File: src/rtl/serial_audio_rx_pkg.sv
package serial_audio_rx_pkg;

  typedef enum logic [2:0] {
    FMT_RJ16  = 3'd0,
    FMT_RJ20  = 3'd1,
    FMT_RJ24  = 3'd2,
    FMT_I2S16 = 3'd3,
    FMT_I2S20 = 3'd4,
    FMT_I2S24 = 3'd5,
    FMT_LJ16  = 3'd6,
    FMT_DSP16 = 3'd7
  } fmt_e;

  // where the word sits inside its half-frame
  typedef enum logic [1:0] {
    JUST_TRAIL  = 2'd0,  // LSB in last slot of half
    JUST_DELAY1 = 2'd1,  // MSB one slot after frame-clock change
    JUST_LEAD   = 2'd2,  // MSB in first slot of half
    JUST_PULSE  = 2'd3   // sync pulse, both words packed after it
  } just_e;

  localparam int DSP_WORD = 16;

  function automatic just_e fmt_family(fmt_e f);
    case (f)
      FMT_RJ16, FMT_RJ20, FMT_RJ24:    return JUST_TRAIL;
      FMT_I2S16, FMT_I2S20, FMT_I2S24: return JUST_DELAY1;
      FMT_LJ16:                        return JUST_LEAD;
      default:                         return JUST_PULSE;
    endcase
  endfunction

  function automatic logic [4:0] fmt_bits(fmt_e f);
    case (f)
      FMT_RJ20, FMT_I2S20: return 5'd20;
      FMT_RJ24, FMT_I2S24: return 5'd24;
      default:             return 5'd16;
    endcase
  endfunction

endpackage

File: src/rtl/serial_audio_rx_sync.sv
module serial_audio_rx_sync #(
  parameter int W      = 3,
  parameter int STAGES = 2
) (
  input  logic         clk,
  input  logic         rst_n,
  input  logic [W-1:0] d,
  output logic [W-1:0] q
);
  logic [STAGES-1:0][W-1:0] pipe;

  always_ff @(posedge clk or negedge rst_n) begin
    if (!rst_n) pipe <= '0;
    else        pipe <= {pipe[STAGES-2:0], d};
  end

  assign q = pipe[STAGES-1];
endmodule

File: src/rtl/serial_audio_rx_bitevt.sv
module serial_audio_rx_bitevt
  import serial_audio_rx_pkg::*;
(
  input  logic clk,
  input  logic rst_n,
  input  fmt_e fmt,
  input  logic bclk_s,
  input  logic fclk_s,
  input  logic sdat_s,
  output logic bit_evt,
  output logic bit_val,
  output logic start_evt,
  output logic mid_evt
);
  logic  bclk_d, fs_prev, seen;
  logic  rise, fall, chg, lead_lvl;
  just_e fam;

  always_comb begin
    fam       = fmt_family(fmt);
    rise      = bclk_s & ~bclk_d;
    fall      = ~bclk_s & bclk_d;
    bit_evt   = (fam == JUST_PULSE) ? fall : rise;
    bit_val   = sdat_s;
    lead_lvl  = (fam != JUST_DELAY1);   // frame-clock level of the left half
    chg       = bit_evt && seen && (fclk_s != fs_prev);
    start_evt = chg && (fclk_s == lead_lvl);
    mid_evt   = chg && (fclk_s != lead_lvl) && (fam != JUST_PULSE);
  end

  always_ff @(posedge clk or negedge rst_n) begin
    if (!rst_n) begin
      bclk_d  <= 1'b0;
      fs_prev <= 1'b0;
      seen    <= 1'b0;
    end else begin
      bclk_d <= bclk_s;
      if (bit_evt) begin
        fs_prev <= fclk_s;
        seen    <= 1'b1;
      end
    end
  end
endmodule

File: src/rtl/serial_audio_rx_framer.sv
module serial_audio_rx_framer #(
  parameter int FRAME_BCLKS = 64,
  parameter int CNT_W       = 7
) (
  input  logic             clk,
  input  logic             rst_n,
  input  logic             bit_evt,
  input  logic             start_evt,
  output logic             locked,
  output logic [CNT_W-1:0] slot,
  output logic             frame_err
);
  localparam logic [CNT_W-1:0] LAST_SLOT = CNT_W'(FRAME_BCLKS - 1);

  always_ff @(posedge clk or negedge rst_n) begin
    if (!rst_n) begin
      locked    <= 1'b0;
      slot      <= '0;
      frame_err <= 1'b0;
    end else if (start_evt) begin
      if (locked) frame_err <= (slot != LAST_SLOT);
      slot   <= '0;
      locked <= 1'b1;
    end else if (bit_evt && (slot != '1)) begin
      slot <= slot + 1'b1;
    end
  end
endmodule

File: src/rtl/serial_audio_rx_deser.sv
module serial_audio_rx_deser
  import serial_audio_rx_pkg::*;
#(
  parameter int HALF  = 32,
  parameter int OUT_W = 24,
  parameter int CNT_W = 7
) (
  input  logic             clk,
  input  logic             rst_n,
  input  fmt_e             fmt,
  input  logic             bit_evt,
  input  logic             bit_val,
  input  logic             start_evt,
  input  logic             mid_evt,
  input  logic             locked,
  input  logic [CNT_W-1:0] slot,
  output logic             pub,
  output logic [OUT_W-1:0] pub_left,
  output logic [OUT_W-1:0] pub_right
);
  localparam int SW = $clog2(HALF);
  localparam logic [CNT_W-1:0] DSP_LAST = CNT_W'(2 * DSP_WORD - 1);

  logic [HALF-1:0]  sh, sh_nx;
  logic [OUT_W-1:0] left_hold, word_now;
  logic             left_ok;
  logic [SW-1:0]    msb;
  logic [4:0]       nbits;
  just_e            fam;

  // align the word MSB to the top, then arithmetic-shift it down
  function automatic logic [OUT_W-1:0] take(input logic [HALF-1:0] src,
                                            input logic [SW-1:0] top_bit,
                                            input logic [4:0] len);
    logic [HALF-1:0]         al;
    logic signed [OUT_W-1:0] tp;
    al = src << (SW'(HALF - 1) - top_bit);
    tp = al[HALF-1 -: OUT_W];
    return OUT_W'(tp >>> (OUT_W - int'(len)));
  endfunction

  always_comb begin
    fam   = fmt_family(fmt);
    nbits = fmt_bits(fmt);
    sh_nx = {sh[HALF-2:0], bit_val};
    case (fam)
      JUST_TRAIL:  msb = SW'(nbits - 5'd1);
      JUST_DELAY1: msb = SW'(HALF - 2);
      default:     msb = SW'(HALF - 1);
    endcase
    word_now  = take(sh, msb, nbits);
    pub       = 1'b0;
    pub_left  = left_hold;
    pub_right = word_now;
    if (fam == JUST_PULSE) begin
      if (bit_evt && locked && !start_evt && (slot == DSP_LAST)) begin
        pub       = 1'b1;
        pub_left  = take(sh_nx, SW'(HALF - 1), nbits);
        pub_right = take(sh_nx, SW'(HALF - 1 - DSP_WORD), nbits);
      end
    end else if (start_evt && left_ok) begin
      pub = 1'b1;
    end
  end

  always_ff @(posedge clk or negedge rst_n) begin
    if (!rst_n) begin
      sh        <= '0;
      left_hold <= '0;
      left_ok   <= 1'b0;
    end else begin
      if (bit_evt) sh <= sh_nx;
      if (mid_evt && locked && (fam != JUST_PULSE)) begin
        left_hold <= word_now;
        left_ok   <= 1'b1;
      end else if (start_evt) begin
        left_ok <= 1'b0;
      end
    end
  end
endmodule

File: src/rtl/serial_audio_rx.sv
module serial_audio_rx
  import serial_audio_rx_pkg::*;
#(
  parameter int FRAME_BCLKS = 64,
  parameter int OUT_W       = 24,
  parameter int SYNC_STAGES = 2
) (
  input  logic             clk,
  input  logic             rst_n,
  input  logic [2:0]       fmt_sel,
  input  logic             bclk_i,
  input  logic             fclk_i,
  input  logic             sdat_i,
  output logic             m_valid,
  input  logic             m_ready,
  output logic [OUT_W-1:0] m_left,
  output logic [OUT_W-1:0] m_right,
  output logic             frame_err
);
  localparam int HALF  = FRAME_BCLKS / 2;
  localparam int CNT_W = $clog2(FRAME_BCLKS) + 1;

  fmt_e             fmt;
  logic [2:0]       pins_s;
  logic             bit_evt, bit_val, start_evt, mid_evt, locked, pub;
  logic [CNT_W-1:0] slot;
  logic [OUT_W-1:0] pub_left, pub_right;

  assign fmt = fmt_e'(fmt_sel);

  serial_audio_rx_sync #(.W(3), .STAGES(SYNC_STAGES)) u_sync (
    .clk(clk), .rst_n(rst_n), .d({bclk_i, fclk_i, sdat_i}), .q(pins_s)
  );

  serial_audio_rx_bitevt u_bitevt (
    .clk(clk), .rst_n(rst_n), .fmt(fmt),
    .bclk_s(pins_s[2]), .fclk_s(pins_s[1]), .sdat_s(pins_s[0]),
    .bit_evt(bit_evt), .bit_val(bit_val), .start_evt(start_evt), .mid_evt(mid_evt)
  );

  serial_audio_rx_framer #(.FRAME_BCLKS(FRAME_BCLKS), .CNT_W(CNT_W)) u_framer (
    .clk(clk), .rst_n(rst_n), .bit_evt(bit_evt), .start_evt(start_evt),
    .locked(locked), .slot(slot), .frame_err(frame_err)
  );

  serial_audio_rx_deser #(.HALF(HALF), .OUT_W(OUT_W), .CNT_W(CNT_W)) u_deser (
    .clk(clk), .rst_n(rst_n), .fmt(fmt), .bit_evt(bit_evt), .bit_val(bit_val),
    .start_evt(start_evt), .mid_evt(mid_evt), .locked(locked), .slot(slot),
    .pub(pub), .pub_left(pub_left), .pub_right(pub_right)
  );

  // output stage: newest pair wins while waiting for the consumer
  always_ff @(posedge clk or negedge rst_n) begin
    if (!rst_n) begin
      m_valid <= 1'b0;
      m_left  <= '0;
      m_right <= '0;
    end else if (pub) begin
      m_valid <= 1'b1;
      m_left  <= pub_left;
      m_right <= pub_right;
    end else if (m_ready) begin
      m_valid <= 1'b0;
    end
  end
endmodule

File: config.mk
export PLATFORM = sky130hd
export DESIGN_NAME = serial_audio_rx
export DESIGN_NICKNAME = d
export VERILOG_FILES = /design/src/rtl/serial_audio_rx_pkg.sv /design/src/rtl/serial_audio_rx_sync.sv /design/src/rtl/serial_audio_rx_bitevt.sv /design/src/rtl/serial_audio_rx_framer.sv /design/src/rtl/serial_audio_rx_deser.sv /design/src/rtl/serial_audio_rx.sv
export SDC_FILE = /design/constraint.sdc
export NUM_CORES = 1
export LEC_CHECK = 0
export ABC_AREA = 1
export BUFFER_PORTS_ARGS = -buffer_cell sky130_fd_sc_hd__buf_2
export CAP_MARGIN = 40
export CORE_MARGIN = 2
export CORE_UTILIZATION = 45
export DETAILED_ROUTE_END_ITERATION = 7
export PLACE_DENSITY = 0.65
export SYNTH_ARGS = -nofsm -noshare
export SYNTH_HDL_FRONTEND = slang
export SYNTH_HIERARCHICAL = 1
export SYNTH_SLANG_ARGS = --single-unit
File: constraint.sdc
create_clock -name clk -period 7.45 [get_ports clk]
set_clock_uncertainty 0.2 [all_clocks]
set_input_delay 1.1175 -clock clk [delete_from_list [all_inputs] [get_ports clk]]
set_output_delay 1.1175 -clock clk [all_outputs]
set_load 0.01 [all_outputs]
-- After elaboration in Yosys (flattened, before gate mapping)
Index checks and enable logic that the tools add are counted.
Widths: inputs -> output; s select.
- register bits after elaboration: 124
- input port bits: 9
- output and inout bits: 50
- word-level logic and storage cells: 82
- $add $sub $neg: 4
- eq/ne operators: 16
- shift-type cells: 4
- mux-type cells: 17
- bitwise logic cells: 4
- reduce and logical (&&, ||, !) cells: 23
- operator list (kind ; number):
    $mux 24 ; 4
    $sshr 24x32->24 ; 3
    $shl 32x5->32 ; 1
    $mux 7 ; 2
    $logic_and 1x1->1 ; 12
    $pmux 5 s2 ; 1
    $eq 3x3->1 const B ; 3
    $mux 1 ; 8
    $pmux 4 s2 ; 1
    $add 7x1->7 const B ; 1
    $eq 7x5->1 const B ; 1
    $ne 7x6->1 const B ; 1
    $ne 7x7->1 const B ; 1
    $eq 3x2->1 const B ; 2
    $pmux 2 s3 ; 1
    $reduce_bool 2->1 ; 3
    $reduce_or 3->1 ; 2
    $sub 5x5->6 const A ; 1
    $sub 5x1->5 const B ; 1
    $sub 5x5->5 const A ; 1
    $reduce_or 2->1 ; 2
    $eq 3x1->1 const B ; 1
    $logic_not 3->1 ; 1
    $and 1x1->1 ; 2
    other kinds (10) ; 12

-- Depth between registers and ports, before layout
- word-level depth: 14
- gate-level depth with buffers: 25
- gate-level depth less buffers: 22

-- Hierarchy
The synthesis kept the hierarchy.
- by module, submodules not included (module ; times used ; cells an instance ; area an instance (µm²) ; seq. area each (µm²)):
    serial_audio_rx_deser ; 1 ; 996 ; 5694.2 ; 1426.4
    serial_audio_rx ; 1 ; 207 ; 1841.8 ; 1226.2
    serial_audio_rx_framer ; 1 ; 62 ; 471.7 ; 225.2
    serial_audio_rx_bitevt ; 1 ; 41 ; 259.0 ; 75.1
    serial_audio_rx_sync ; 1 ; 9 ; 172.7 ; 150.1

-- Least setup slack after synthesis
OpenSTA, ideal clock, no wires.
- kind: input to register
- start point: input fmt_sel[0]
- end point: register m_right[15]
- library setup time: 0.117 ns
- data arrival time: 3.857 ns
- required time: 7.133 ns
- slack: 3.276 ns
- cell stages on the path: 22
- buffers on the path: 5
- cells stage by stage: buf_2 > nand3_2 > buf_2 > buf_2 > o21ai_0 > inv_1 > ha_1 > buf_2 > inv_2 > nor2_1 > inv_1 > nand2_1 > nand3b_1 > nand3_4 > buf_2 > nand3_1 > nand3_1 > nand3_1 > nand2_1 > inv_1 > nand2_1 > nand2_1
- word-level cells in the longest chain between the ends: 13
- elaborated cells on any way between the ends: 39
- classes of those cells: add/sub: 3; eq/ne: 10; shift: 3; mux: 9; reduce/logical: 14
- ends and longest elaborated chain (element ; RTL line ; text):
    start, declared ; serial_audio_rx.sv:10 ; input logic [2:0] fmt_sel,
    parallel branches: the longest is 12 deep, another holds $sub 5x1->5 ; n/a ;
    $mux 24 (*) ; serial_audio_rx_deser.sv:55 ; if (fam == JUST_PULSE) begin
    named net pub_right[15] ; serial_audio_rx.sv:27 ; logic [OUT_W-1:0] pub_left, pub_right;
    end signal, assigned ; serial_audio_rx.sv:61 ; m_right <= pub_right;
    end, declared ; serial_audio_rx.sv:17 ; output logic [OUT_W-1:0] m_right,
Mark *: on every way through the listed nets, which the timed path passes.
A chain may end at the register's enable or synchronous reset.

-- Worst setup path in the final report
- start point: input fmt_sel[1]
- end point: register m_right[11]
The elaborated chain is that of the path after synthesis.

==> impl_metrics.env <==
export IMPL_status="completed"
export IMPL_finish_net_count=1337
export IMPL_worst_path_max_fanout=51
export IMPL_max_cap_violations=0
export IMPL_maximum_vdd_ir_drop_uv=183
export IMPL_buffer_type_at_the_clock_tree_root="sky130_fd_sc_hd__clkbuf_16"
export IMPL_postRouteWirelength_mm=27.0
export IMPL_cts_tree="done"
export IMPL_post_synth_instance_area_um2=8440
export IMPL_std_cell_rows=50
export IMPL_syn_area_per_cell_um2=6.42
export IMPL_syn_nets=1327
export IMPL_setup_violations=0
export IMPL_drt_antenna_violating_nets=0
export IMPL_worst_setup_path_end_kind="register"
export IMPL_cts_reportedPaths_clkPinSlew_ns=0.07
export IMPL_design_core_area_um2=18600
export IMPL_synth_seq_area_share=0.368
export IMPL_floorplan_die_area_um2=19900
export IMPL_grt_start_max_net_pins=68
export IMPL_postCtsSetupRepairBufs=0
export IMPL_min_period_over_period=0.713
export IMPL_antenna_violations_before_repair=0
export IMPL_cell_area_after_layout_um2=9340
export IMPL_tritoncts_num_buffers=17
export IMPL_io_pin_count=59
export IMPL_vias_per_cell=5.57
export IMPL_yosys_area_top_type="sky130_fd_sc_hd__dfrtp_1"
export IMPL_routabilityCongestion=0.953
export IMPL_clk_insertion_delay_late_ns=0.44
export IMPL_place_detailed_hpwl_mm=19.4
export IMPL_dpl_cell_area_um2=8760
export IMPL_htree_num_levels=4
export IMPL_max_slew_worst_pin_slew_ns=0.866
export IMPL_remaining_drc_errors=0
export IMPL_crit_type="in -> reg"
export IMPL_track_usage=0.279
export IMPL_floorplan_die_height_um=141
export IMPL_hp_class="reg -> reg"
export IMPL_antenna_cells=0
export IMPL_synth_edff_count=0
export IMPL_utilization=0.503
export IMPL_drt_pass1_iter_count=6
export IMPL_r2r_cells=13
export IMPL_layout_area_overhead_vs_synth_pct=10.6
export IMPL_grt_overflow_total=0
export IMPL_post_cts_repair_resize_count=0
export IMPL_drt_initial_drc_count=1047
export IMPL_synth_seq_cells=124
export IMPL_io_buffers=58
export IMPL_stdcell_count=1572
export IMPL_power_density_nw_per_um2=323
export IMPL_synthTopCellsByArea="sky130_fd_sc_hd__dfrtp_1 (37%), sky130_fd_sc_hd__nand2_1 (22%), sky130_fd_sc_hd__nand3_1 (15%)"
export IMPL_ys_warn_count=6
export IMPL_total_leakage_power_uw=0.00510
export IMPL_grt_first_pass_wirelength_mm=43.6
export IMPL_rsz0062_at_grt="no"
export IMPL_fmax_mhz=188
export IMPL_slew_violations=0
export IMPL_syn_inst=1315
export IMPL_setup_worst_path_start_class="primary input"
export IMPL_synthDominantCellAreaShare=0.368
export IMPL_drive_gt1_frac=0.0964
export IMPL_finalWorstPathRequiredPeriod_ns=5.31
export IMPL_timing_setup_tns_ns=0
export IMPL_ys_async_sr_fraction=1.00
export IMPL_post_cts_hold_buffer_count=0
export IMPL_hold_worst_slack_ns=0.146
export IMPL_number_of_clock_sinks=124
export IMPL_vias=8759
export IMPL_fillerInstances=1929
export IMPL_wire_length_per_cell_after_detailed_routing_um=17.2
export IMPL_yosys_most_used_dff="sky130_fd_sc_hd__dfrtp_1"
export IMPL_final_hold_viol_count=0
export IMPL_chipWidth_um=141
export IMPL_initial_core_util=0.454
export IMPL_clk_path_buf_depth=2
export IMPL_place_detailed_instances=1540
export IMPL_whs_path_depth=0
export IMPL_relSlewSlack=0.423
export IMPL_cp_arrival_ns=5.48
export IMPL_critPathRequiredTime_ns=7.62
export IMPL_ys_types=38
export IMPL_first_global_vias=7937
[power by group]
part           total, uW  switching (uW)  internal, uW
registers           1070             162           904
clock network        823             381           443
logic               1130             744           383
[worst max-delay path, stage by stage]
cell	delay, ns
sky130_fd_sc_hd__buf_2	0.17
sky130_fd_sc_hd__inv_2	0.09
sky130_fd_sc_hd__nand2_1	0.10
sky130_fd_sc_hd__nand2_1	0.06
sky130_fd_sc_hd__nand2_1	0.08
sky130_fd_sc_hd__buf_4	0.41
sky130_fd_sc_hd__ha_1	0.32
sky130_fd_sc_hd__buf_4	0.22
sky130_fd_sc_hd__inv_2	0.31
sky130_fd_sc_hd__nor2_1	0.09
sky130_fd_sc_hd__buf_4	0.23
sky130_fd_sc_hd__inv_1	0.57
sky130_fd_sc_hd__nand2_1	0.18
sky130_fd_sc_hd__nand3b_1	0.24
sky130_fd_sc_hd__nand3_4	0.39
sky130_fd_sc_hd__nand2_1	0.19
sky130_fd_sc_hd__nand2_1	0.09
sky130_fd_sc_hd__nand2_1	0.09
sky130_fd_sc_hd__nand2_1	0.10
sky130_fd_sc_hd__nand3_1	0.09
sky130_fd_sc_hd__nand2_1	0.08
sky130_fd_sc_hd__inv_1	0.06
sky130_fd_sc_hd__nand2_1	0.05
sky130_fd_sc_hd__nand2_1	0.09
[cell type report]
type,instances,area (um^2),share of cell area
Inverter,118,443,0.0474
Tap cell,234,293,0.0314
Timing Repair Buffer,74,433,0.0464
Clock inverter,15,149,0.0159
Multi-Input combinational cell,990,4490,0.481
Sequential cell,124,3100,0.332
Clock buffer,17,425,0.0456
[metrics by stage]
| step | setup slack, ns | total power, uW |
|---|---|---|
| 4_1_cts | 2.26 | 3020 |
| 3_3_place_gp | 1.91 | 2180 |
| 3_5_place_dp | 1.80 | 2190 |
| 2_1_floorplan | 3.28 | 1790 |
| 5_1_grt | 1.71 | 3240 |
| 6_report | 2.14 | 3020 |
[sequential cells by signal, indices dropped and copies added, names as in the netlist]
signal              count
u_bitevt/bclk_d         1
u_bitevt/fs_prev        1
u_deser/sh             32
u_framer/slot           7
u_sync/pipe             3
u_framer/locked         1
u_sync/q                3
u_bitevt/seen           1
m_valid                 1
u_framer/frame_err      1
m_left                 24
u_deser/left_ok         1
u_deser/left_hold      24
m_right                24
[layout by cell type, fill, tap and decap left out, drive strengths merged, types with 9 or more instances in the layout]
master  synthesis  layout
nand2         493     493
nand3         254     254
dfrtp         124     124
inv           113     121
o21ai         114     114
buf            37      74
a21oi          38      38
nor2           32      32
clkbuf         46      17
nand4          13      13
o22ai          13      13
o211ai          9       9
[cells by family (layout without fill, tap and decap cells)]
kind of cell / Yosys count / count (layout) / share of synthesized area
and+or+nand+nor: 800 / 800 / 0.408
buffers and inverters: 201 / 224 / 0.100
AOI/OAI and AO/OA: 187 / 187 / 0.120
DFF: 124 / 124 / 0.368
adders and majority gates: 3 / 3 / 0.00445
[cell usage after synthesis (2+ instances only)]
cell                         n
sky130_fd_sc_hd__nand3_1   248
sky130_fd_sc_hd__inv_1     106
sky130_fd_sc_hd__o22ai_1    13
sky130_fd_sc_hd__clkbuf_1   46
sky130_fd_sc_hd__inv_2       7
sky130_fd_sc_hd__buf_6       4
sky130_fd_sc_hd__buf_4      11
sky130_fd_sc_hd__nand3_2     5
sky130_fd_sc_hd__o211ai_1    9
sky130_fd_sc_hd__o21a_1      3
sky130_fd_sc_hd__clkinv_1    5
sky130_fd_sc_hd__nor2_1     28
sky130_fd_sc_hd__a211oi_1    5
sky130_fd_sc_hd__o21ai_0   103
sky130_fd_sc_hd__buf_1       5
sky130_fd_sc_hd__nor2_2      3
sky130_fd_sc_hd__dfrtp_1   124
sky130_fd_sc_hd__nor3_1      2
sky130_fd_sc_hd__nand2_1   489
sky130_fd_sc_hd__ha_1        3
sky130_fd_sc_hd__a21oi_1    38
sky130_fd_sc_hd__o21ai_1    11
sky130_fd_sc_hd__nand4_1    13
sky130_fd_sc_hd__nand2_2     3
sky130_fd_sc_hd__buf_2      17
sky130_fd_sc_hd__nand3b_1    2
[metal layers]
layer / share of wire / wire (um) / GRT usage / vias to the layer above
met2: 0.43 / 11700 / 0.408 / 363
li1: - / - / - / 4321
met3: 0.065 / 1760 / 0.0418 / 49
met1: 0.48 / 12900 / 0.418 / 4026
met5: 0 / 0 / 0 / -
met4: 0.027 / 719 / 0.103 / 0
[final timing paths]
check                      slack [ns]           start             to
hold reg to reg                  0.15  u_sync/pipe[0]    u_sync/q[0]
max in group asynchronous        5.45           rst_n  u_deser/sh[4]
min in group asynchronous        0.54           rst_n     m_left[11]
setup / recovery                 2.14      fmt_sel[1]    m_right[11]
hold / removal                   0.15  u_sync/pipe[0]    u_sync/q[0]
setup reg to reg                 3.89     u_sync/q[1]     m_left[16]
No activity file was read; power rests on OpenSTA's default activity.
